<file path="config.mk">
export PLATFORM = sky130hd
export DESIGN_NAME = dual_dispatch_router
export DESIGN_NICKNAME = d
export VERILOG_FILES = /design/src/rtl/disp_router_pkg.sv /design/src/rtl/dr_reset_sync.sv /design/src/rtl/dr_class_decode.sv /design/src/rtl/dr_slot_alloc.sv /design/src/rtl/dr_dispatch_reg.sv /design/src/rtl/dual_dispatch_router.sv
export SDC_FILE = /design/constraint.sdc
export NUM_CORES = 1
export LEC_CHECK = 0
export CORE_AREA = 4 4 47 49
export DETAILED_ROUTE_END_ITERATION = 8
export DIE_AREA = 0 0 51 53
export GPL_TIMING_DRIVEN = 1
export PLACE_DENSITY_LB_ADDON = 0.12
export RECOVER_POWER = 100
export SLEW_MARGIN = 5
export SYNTH_ARGS = -nofsm -noshare
export SYNTH_HDL_FRONTEND = slang
export SYNTH_SLANG_ARGS = --single-unit
</file>
<file path="constraint.sdc">
create_clock -name clk -period 3.2 [get_ports clk]
set_input_delay 0.32 -clock clk [delete_from_list [all_inputs] [get_ports clk]]
set_output_delay 0.32 -clock clk [all_outputs]
set_load 0.01 [all_outputs]
</file>
<file path="src/rtl/disp_router_pkg.sv">
package disp_router_pkg;

  localparam int NUM_PIPES = 4;
  localparam int CLS_W     = 3;

  localparam int PIPE_I = 0;
  localparam int PIPE_J = 1;
  localparam int PIPE_L = 2;
  localparam int PIPE_F = 3;

  typedef logic [NUM_PIPES-1:0] pipe_mask_t;

  localparam pipe_mask_t MASK_NONE = '0;
  localparam pipe_mask_t MASK_I    = pipe_mask_t'(1) << PIPE_I;
  localparam pipe_mask_t MASK_J    = pipe_mask_t'(1) << PIPE_J;
  localparam pipe_mask_t MASK_L    = pipe_mask_t'(1) << PIPE_L;
  localparam pipe_mask_t MASK_F    = pipe_mask_t'(1) << PIPE_F;

  typedef enum logic [CLS_W-1:0] {
    CLS_SIMPLE  = 3'd0,
    CLS_COMPLEX = 3'd1,
    CLS_MEM     = 3'd2,
    CLS_FLOAT   = 3'd3,
    CLS_ATOMIC  = 3'd4,
    CLS_SYNC    = 3'd5,
    CLS_RSV6    = 3'd6,
    CLS_RSV7    = 3'd7
  } insn_cls_e;

  // What one class asks of the dispatch stages.
  typedef struct packed {
    logic       legal;
    logic       first_only;
    pipe_mask_t need;   // pipes that must all be free
    pipe_mask_t alt;    // fallback set, empty when there is none
  } route_need_t;

endpackage

</file>
<file path="src/rtl/dr_reset_sync.sv">
module dr_reset_sync (
  input  logic clk,
  input  logic rst_n,
  output logic rst_sync_n
);
  logic stage0_q;
  logic stage1_q;

  always_ff @(posedge clk or negedge rst_n) begin
    if (!rst_n) begin
      stage0_q <= 1'b0;
      stage1_q <= 1'b0;
    end else begin
      stage0_q <= 1'b1;
      stage1_q <= stage0_q;
    end
  end

  assign rst_sync_n = stage1_q;
endmodule

</file>
<file path="src/rtl/dr_class_decode.sv">
module dr_class_decode
  import disp_router_pkg::*;
#(
  parameter bit PREFER_J = 1'b1
) (
  input  logic [CLS_W-1:0] cls,
  output route_need_t      info
);
  localparam pipe_mask_t SIMPLE_PRI = PREFER_J ? MASK_J : MASK_I;
  localparam pipe_mask_t SIMPLE_ALT = PREFER_J ? MASK_I : MASK_J;

  always_comb begin
    info = '{legal: 1'b1, first_only: 1'b0, need: MASK_NONE, alt: MASK_NONE};
    case (insn_cls_e'(cls))
      CLS_SIMPLE: begin
        info.need = SIMPLE_PRI;
        info.alt  = SIMPLE_ALT;
      end
      CLS_COMPLEX: info.need = MASK_I;
      CLS_MEM:     info.need = MASK_L;
      CLS_FLOAT:   info.need = MASK_F;
      CLS_ATOMIC: begin
        info.need       = MASK_I | MASK_L;
        info.first_only = 1'b1;
      end
      CLS_SYNC:    info.need = MASK_I | MASK_L | MASK_F;
      default:     info.legal = 1'b0;
    endcase
  end
endmodule

</file>
<file path="src/rtl/dr_slot_alloc.sv">
module dr_slot_alloc
  import disp_router_pkg::*;
#(
  parameter bit IS_FIRST = 1'b0
) (
  input  logic        vld,
  input  logic        prior_ok,
  input  pipe_mask_t  avail,
  input  route_need_t info,
  output logic        acc,
  output pipe_mask_t  take
);
  logic may_go;
  logic fits_need;
  logic fits_alt;
  logic use_need;
  logic use_alt;

  always_comb begin
    may_go    = vld && prior_ok && info.legal && (IS_FIRST || !info.first_only);
    fits_need = (info.need & ~avail) == MASK_NONE;
    fits_alt  = (info.alt != MASK_NONE) && ((info.alt & ~avail) == MASK_NONE);
    use_need  = may_go && fits_need;
    use_alt   = may_go && !fits_need && fits_alt;
    acc       = use_need || use_alt;
    if (use_need)     take = info.need;
    else if (use_alt) take = info.alt;
    else              take = MASK_NONE;
  end
endmodule

</file>
<file path="src/rtl/dr_dispatch_reg.sv">
module dr_dispatch_reg
  import disp_router_pkg::*;
#(
  parameter int NUM_SLOTS = 2,
  parameter int SW        = 1
) (
  input  logic                           clk,
  input  logic                           rst_n,
  input  logic [NUM_SLOTS*NUM_PIPES-1:0] take_all,
  output logic [NUM_PIPES-1:0]           disp_go,
  output logic [NUM_PIPES*SW-1:0]        disp_src
);
  logic [NUM_PIPES-1:0]    go_nxt;
  logic [NUM_PIPES*SW-1:0] src_nxt;

  always_comb begin
    go_nxt  = '0;
    src_nxt = '0;
    for (int s = 0; s < NUM_SLOTS; s++) begin
      for (int p = 0; p < NUM_PIPES; p++) begin
        if (take_all[s*NUM_PIPES+p]) begin
          go_nxt[p]            = 1'b1;
          src_nxt[p*SW +: SW]  = SW'(s);
        end
      end
    end
  end

  always_ff @(posedge clk or negedge rst_n) begin
    if (!rst_n) disp_go <= '0;
    else        disp_go <= go_nxt;
  end

  for (genvar p = 0; p < NUM_PIPES; p++) begin : g_src
    always_ff @(posedge clk or negedge rst_n) begin
      if (!rst_n)         disp_src[p*SW +: SW] <= '0;
      else if (go_nxt[p]) disp_src[p*SW +: SW] <= src_nxt[p*SW +: SW];
    end
  end
endmodule

</file>
<file path="src/rtl/dual_dispatch_router.sv">
module dual_dispatch_router
  import disp_router_pkg::*;
#(
  parameter int NUM_SLOTS = 2,
  parameter bit PREFER_J  = 1'b1,
  localparam int SW = (NUM_SLOTS > 1) ? $clog2(NUM_SLOTS) : 1
) (
  input  logic                       clk,
  input  logic                       rst_n,
  input  logic [NUM_SLOTS-1:0]       slot_vld,
  input  logic [NUM_SLOTS*CLS_W-1:0] slot_cls,
  input  logic [NUM_PIPES-1:0]       pipe_busy,
  output logic [NUM_SLOTS-1:0]       slot_acc,
  output logic [NUM_PIPES-1:0]       disp_go,
  output logic [NUM_PIPES*SW-1:0]    disp_src
);
  logic                           rst_sync_n;
  logic [NUM_SLOTS-1:0]           prior_ok;
  logic [NUM_SLOTS*NUM_PIPES-1:0] avail_in;
  logic [NUM_SLOTS*NUM_PIPES-1:0] take_all;

  dr_reset_sync u_rsync (
    .clk        (clk),
    .rst_n      (rst_n),
    .rst_sync_n (rst_sync_n)
  );

  for (genvar s = 0; s < NUM_SLOTS; s++) begin : g_slot
    route_need_t info;

    if (s == 0) begin : g_head
      assign avail_in[0 +: NUM_PIPES] = ~pipe_busy;
      assign prior_ok[0]              = rst_sync_n;
    end else begin : g_tail
      // Younger slot sees only what older slots left, and only if they all went.
      assign avail_in[s*NUM_PIPES +: NUM_PIPES] =
        avail_in[(s-1)*NUM_PIPES +: NUM_PIPES] & ~take_all[(s-1)*NUM_PIPES +: NUM_PIPES];
      assign prior_ok[s] = prior_ok[s-1] & slot_acc[s-1];
    end

    dr_class_decode #(.PREFER_J(PREFER_J)) u_dec (
      .cls  (slot_cls[s*CLS_W +: CLS_W]),
      .info (info)
    );

    dr_slot_alloc #(.IS_FIRST(s == 0)) u_alloc (
      .vld      (slot_vld[s]),
      .prior_ok (prior_ok[s]),
      .avail    (avail_in[s*NUM_PIPES +: NUM_PIPES]),
      .info     (info),
      .acc      (slot_acc[s]),
      .take     (take_all[s*NUM_PIPES +: NUM_PIPES])
    );
  end

  dr_dispatch_reg #(.NUM_SLOTS(NUM_SLOTS), .SW(SW)) u_dreg (
    .clk      (clk),
    .rst_n    (rst_sync_n),
    .take_all (take_all),
    .disp_go  (disp_go),
    .disp_src (disp_src)
  );
endmodule

</file>
==> flow_summary.ini, run 1 <==
[global_routing]
grt_pass1_vias = 835
grt_pass1_wl_um = 3615
grt_max_degree = 13
antenna_found_initial = 0
globalRouteOverflowTotal = 0
grt_usage_pct = 17.94

[finish]
fillers = 165
final_area_mm2 = 0.001196
antenna_cells = 0
final_layout_size_suffix_gt1_share_pct = 18.94
syn2layout_area_growth_pct = 38.35
fin_nets = 147

[floorplanning]
coreArea_mm2 = 0.001862
dieArea_mm2 = 0.002703
chipWidth_um = 51
initial_core_util_pct = 46.44
rows = 16
io_pins = 24
die_h_um = 53

[clock_network]
path_clk_slew_ns = 0.07
clk_latency_ns = 0.26
clockBufferDepth = 2
h-tree-depth = 1
cts_resized = 0
cts_made_buffers = 3
post-cts-setup-buffer-count = 0
cts-root-buf = clkbuf_4
cts_hold_buf = 0
clkSinkCount = 10
cts_tree = yes

[outcome]
status = finished clean

[detailed_routing]
vias = 894
dr.pass1.iters = 4
drc = 0
ant_nets = 0
wl_um = 2247
dr.first_iter.drc_count = 25
route.detailed.wl_per_inst_um = 14.13
detail_route.vias_per_cell = 5.623

[worst_setup_path]
setup.worst_path.class = input port to primary output
end_kind = primary output
cp-start-kind = input port
cp.arrival_ns = 2.77
critPathMaxFanout = 5
required_ns = 2.88

[synth]
synth.cell_area_um2 = 864.6
ys_seq_area_share_pct = 28.94
synthFlopType = dfrtp_1
ys_ff_latch = 10
synth_warnings = 0
syn_inst = 101
synth_area_leaders = dfrtp_1, nand2_1, a21oi_1
async_flop_share_pct = 100.0
synth_top_area_share_pct = 28.94
synthesis.nets = 115
ys_types = 43
synth-edff-count = 0
syn_avg_cell_area_um2 = 8.560
yosysTopAreaCell = dfrtp_1

[timing]
hold_viol = 0
drv_slew = 0
grt_setup_unrepaired = false
setup_ws_ns = 0.1124
post-route-period-util_pct = 96.49
slew_headroom_pct = 66.39
fin_hold_ws_ns = 0.2764
skew_ns = 0.002560
fin_crit_ns = 3.088
tightestPinTransition_ns = 0.5042
setup_viol = 0
max_freq_mhz = 323.9
fin_setup_tns_ns = 0

[pwr]
swShare_pct = 29.38
vdd_ir_drop_max_mv = 0.1554
p_leak_nw = 0.5613
seq_power_share_pct = 37.5
power.density_mw_per_mm2 = 316.9
internal-power_uw = 267.7
pwr-share-comb_pct = 32.7
switchingPower_uw = 111.4
clkPwrFrac_pct = 29.8

[placement]
gp_congestion = 0.8640
dp_hpwl_um = 1845
dp_slack_ns = 0.05678
io_buffers = 23
place_area_mm2 = 0.001167

[min_path]
hold_class = input port to asynchronous set/reset pin

[run]
maxCapViolations = 0
## cell families after synthesis
kind of cell	count (synthesis)	synth area share [%]
and+or+nand+nor	47	30.82
other	1	0.4337
muxes	3	3.618
xor gates and xnor gates	1	1.013
DFF	10	28.94
AOI/OAI and AO/OA	31	30.54
buffers and inverters	8	4.630
## area by class of cell
type	instances	area [um2]	area share (%)
Multi-Input combinational cell	83	569.3	47.59
Timing Repair Buffer	32	295.3	24.69
Sequential cell	10	250.2	20.92
Clock buffer	4	36.28	3.033
Tap cell	27	33.78	2.824
Inverter	3	11.26	0.9414
## power groups by stage
stage	Combinational (mW)	Clock, mW	Sequential [mW]
finish	0.124	0.113	0.142
global route	0.135	0.123	0.144
CTS	0.130	0.116	0.143
detailed placement	0.129	0	0.146
global placement	0.126	0	0.145
floorplan	0.0613	0	0.150
## state kept, by name (all words and copies together), names as in the netlist
register            cells
u_rsync.rst_sync_n      1
u_dreg.disp_go          4
u_rsync.stage0_q        1
u_dreg.disp_src         4
## worst max-delay path, stage by stage
cell	delay, ns
clkdlybuf4s50_1	0.44
or4b_4	0.56
o221a_4	0.16
o211ai_2	0.21
nand4_2	0.16
a211o_4	0.29
o21ai_1	0.07
clkdlybuf4s50_1	0.55
## layer usage
layer	GRT usage, %	vias to the layer above	share of wire (%)
li1	-	439	-
met1	19.45	401	39
met2	31.55	44	49
met3	2.535	10	8.1
met4	13.45	0	3.8
met5	0	-	0
## placed cells by master, fill, tap and decap left out, types with 2 or more instances in the layout
master	Yosys	routed
a21oi_1	7	7
and2_1	2	2
and3_1	2	2
buf_4	2	7
clkbuf_1	1	2
clkbuf_4	0	3
clkdlybuf4s50_1	0	11
dfrtp_1	10	10
dlygate4sd3_1	0	10
dlymetal6s2s_1	0	2
inv_1	3	3
mux2i_1	2	2
nand2_1	11	11
nand2b_1	3	3
nand3_1	2	2
nand4_1	2	2
nor2_1	9	9
nor2b_1	3	3
nor3_1	3	3
nor4bb_1	2	2
o21ai_0	5	5
o21ai_1	2	2
o21ai_2	4	4
or2_2	2	2
## worst paths after layout
path,from,end,slack (ns),depth (start not counted)
max,slot_cls[1],slot_acc[1],0.11,8
max in group asynchronous,u_rsync.rst_sync_n,u_dreg.disp_src[2],2.47,1
max reg2reg,u_rsync.rst_sync_n,u_dreg.disp_src[3],1.10,7
min reg2reg,u_rsync.stage0_q,u_rsync.rst_sync_n,0.35,0
min in group clk,u_rsync.stage0_q,u_rsync.rst_sync_n,0.35,0
min,rst_n,u_rsync.stage0_q,0.28,1
## Yosys cell counts (3+ instances only)
cell type	n
nor3_1	3
a21oi_1	7
dfrtp_1	10
inv_1	3
nand2b_1	3
o21ai_2	4
o21ai_0	5
nor2_1	9
nand2_1	11
nor2b_1	3
## stage by stage
stage	power, mW	utilization [%]	instances
floorplan	0.2117	-	101
global placement	0.2710	62.70	155
detailed placement	0.2751	62.70	155
CTS	0.3891	64.65	159
global route	0.4016	64.25	159
finish	0.3790	64.25	159
Power figures use the tool's default switching activity.
==> inputs of run 2 (changes only) <==
==> constraint.sdc (replaced) <==
create_clock -name clk -period 3.2 [get_ports clk]
set_input_delay 0.32 -clock clk [delete_from_list [all_inputs] [get_ports clk]]
set_output_delay 0.32 -clock clk [all_outputs]
set_load 0.05 [all_outputs]
==> run 2 against run 1 <==
Against the previous run: sequential power is essentially flat; core utilization shrank 2.2 points; hold slack gained 0.012 ns; clock power is essentially flat; register-to-register slack gained 0.07 ns; largest power group is now combinational logic; critical path type unchanged; total power grew 6.3%; highest routed layer unchanged.
==> flow_summary.ini, run 2 (synthesis gave the netlist of run 1 again) <==
[outcome]
status = finished clean

[floorplanning]
io_pins = 24
coreArea_mm2 = 0.001862
initial_core_util_pct = 46.44
die_h_um = 53
chipWidth_um = 51
dieArea_mm2 = 0.002703
rows = 16

[global_routing]
globalRouteOverflowTotal = 0
grt_pass1_wl_um = 3588
grt_usage_pct = 17.78
grt_max_degree = 13
antenna_found_initial = 0
grt_pass1_vias = 827

[detailed_routing]
detail_route.vias_per_cell = 5.490
wl_um = 2095
drc = 0
route.detailed.wl_per_inst_um = 13.69
dr.pass1.iters = 4
vias = 840
ant_nets = 0
dr.first_iter.drc_count = 37

[placement]
gp_congestion = 0.7958
dp_hpwl_um = 1718
io_buffers = 23

[pwr]
power.density_mw_per_mm2 = 349.0
p_leak_nw = 0.5184
vdd_ir_drop_max_mv = 0.1914

[worst_setup_path]
required_ns = 2.88
cp-start-kind = input port
setup.worst_path.class = input port to primary output
cp.arrival_ns = 2.70
end_kind = primary output
critPathMaxFanout = 7

[clock_network]
clk_latency_ns = 0.26
h-tree-depth = 1
clockBufferDepth = 2
cts_made_buffers = 3
cts-root-buf = clkbuf_4
path_clk_slew_ns = 0.07
cts_resized = 0
clkSinkCount = 10
cts_tree = yes
cts_hold_buf = 0
post-cts-setup-buffer-count = 0

[min_path]
hold_class = input port to asynchronous set/reset pin

[timing]
fin_setup_tns_ns = 0
grt_setup_unrepaired = false
post-route-period-util_pct = 94.43
hold_viol = 0
max_freq_mhz = 330.9
drv_slew = 0
fin_crit_ns = 3.022
setup_viol = 0
skew_ns = 0.003598
slew_headroom_pct = 60.24
tightestPinTransition_ns = 0.5990

[finish]
syn2layout_area_growth_pct = 33.57
fin_nets = 141
fin_util_pct = 62.03
antenna_cells = 0
top_regs = u_dreg.disp_go (4), u_dreg.disp_src (4)
final_cell_mix = nand2_1, clkdlybuf4s50_1, dlygate4sd3_1, dfrtp_1, nor2_1
regArea_um2 = 250.2
fillers = 171
final_layout_size_suffix_gt1_share_pct = 16.67
multiInputGateArea_um2 = 570.5

[run]
maxCapViolations = 0
run 2: changes by cell type in the layout (fill, tap and decap cells not counted), sizes merged:
cell          previous run  this run
buf                      7         3
dlymetal6s2s             2         0
run 2: path summary, 6_finish.rpt:
| check | cells after the start | slack (ns) | start | end |
|---|---|---|---|---|
| max reg2reg | 7 | 1.17 | u_rsync.rst_sync_n | u_dreg.disp_go[3] |
| min in group clk | 0 | 0.36 | u_rsync.stage0_q | u_rsync.rst_sync_n |
| min | 1 | 0.29 | rst_n | u_rsync.stage0_q |
| max | 8 | 0.18 | slot_cls[0] | slot_acc[1] |
| max in group asynchronous | 1 | 2.46 | u_rsync.rst_sync_n | u_dreg.disp_go[3] |
| min reg2reg | 1 | 0.36 | u_rsync.rst_sync_n | u_dreg.disp_go[1] |
run 2: worst max-delay path, stage by stage:
cell and delay, ns:
dlygate4sd3_1 0.63, or4b_4 0.55, o221a_4 0.16, o211ai_2 0.23
nand4_2 0.15, a211o_4 0.33, o21ai_1 0.16, buf_12 0.17
run 2: area by class of cell:
class | count | area share, %
multi-input cells | 83 | 49.40
flip-flops and latches | 10 | 21.67
repair buffers | 26 | 21.89
well taps | 27 | 2.925
clock buffers | 4 | 3.142
inverters | 3 | 0.9751
run 2: metrics by stage:
stage | hold slack (ns) | cell area (um2) | power, mW | setup WS, ns | cells
finish | 0.2884 | 1155 | 0.4030 | 0.1782 | 153
global route | 0.2807 | 1155 | 0.4274 | 0.1018 | 153
CTS | 0.2094 | 1166 | 0.4146 | 0.2864 | 153
detailed placement | 0.1966 | 1130 | 0.3003 | 0.3013 | 149
global placement | 0.2081 | 1130 | 0.2977 | 0.3681 | 149
floorplan | 0.02441 | 864.6 | 0.2431 | 0.9780 | 101
run 2: where the power goes:
group | switching, mW | internal (mW)
Combinational | 0.0925 | 0.0577
Sequential | 0.00493 | 0.137
Clock | 0.0420 | 0.0690
Total | 0.139 | 0.264
run 2: routing by layer:
layer | track usage, % | part of all wire, % | vias up
li1 | - | - | 422
met1 | 21.75 | 44 | 395
met2 | 30.04 | 52 | 21
met3 | 1.972 | 3.7 | 2
met4 | 10.31 | 1.1 | 0
met5 | 0 | 0 | -
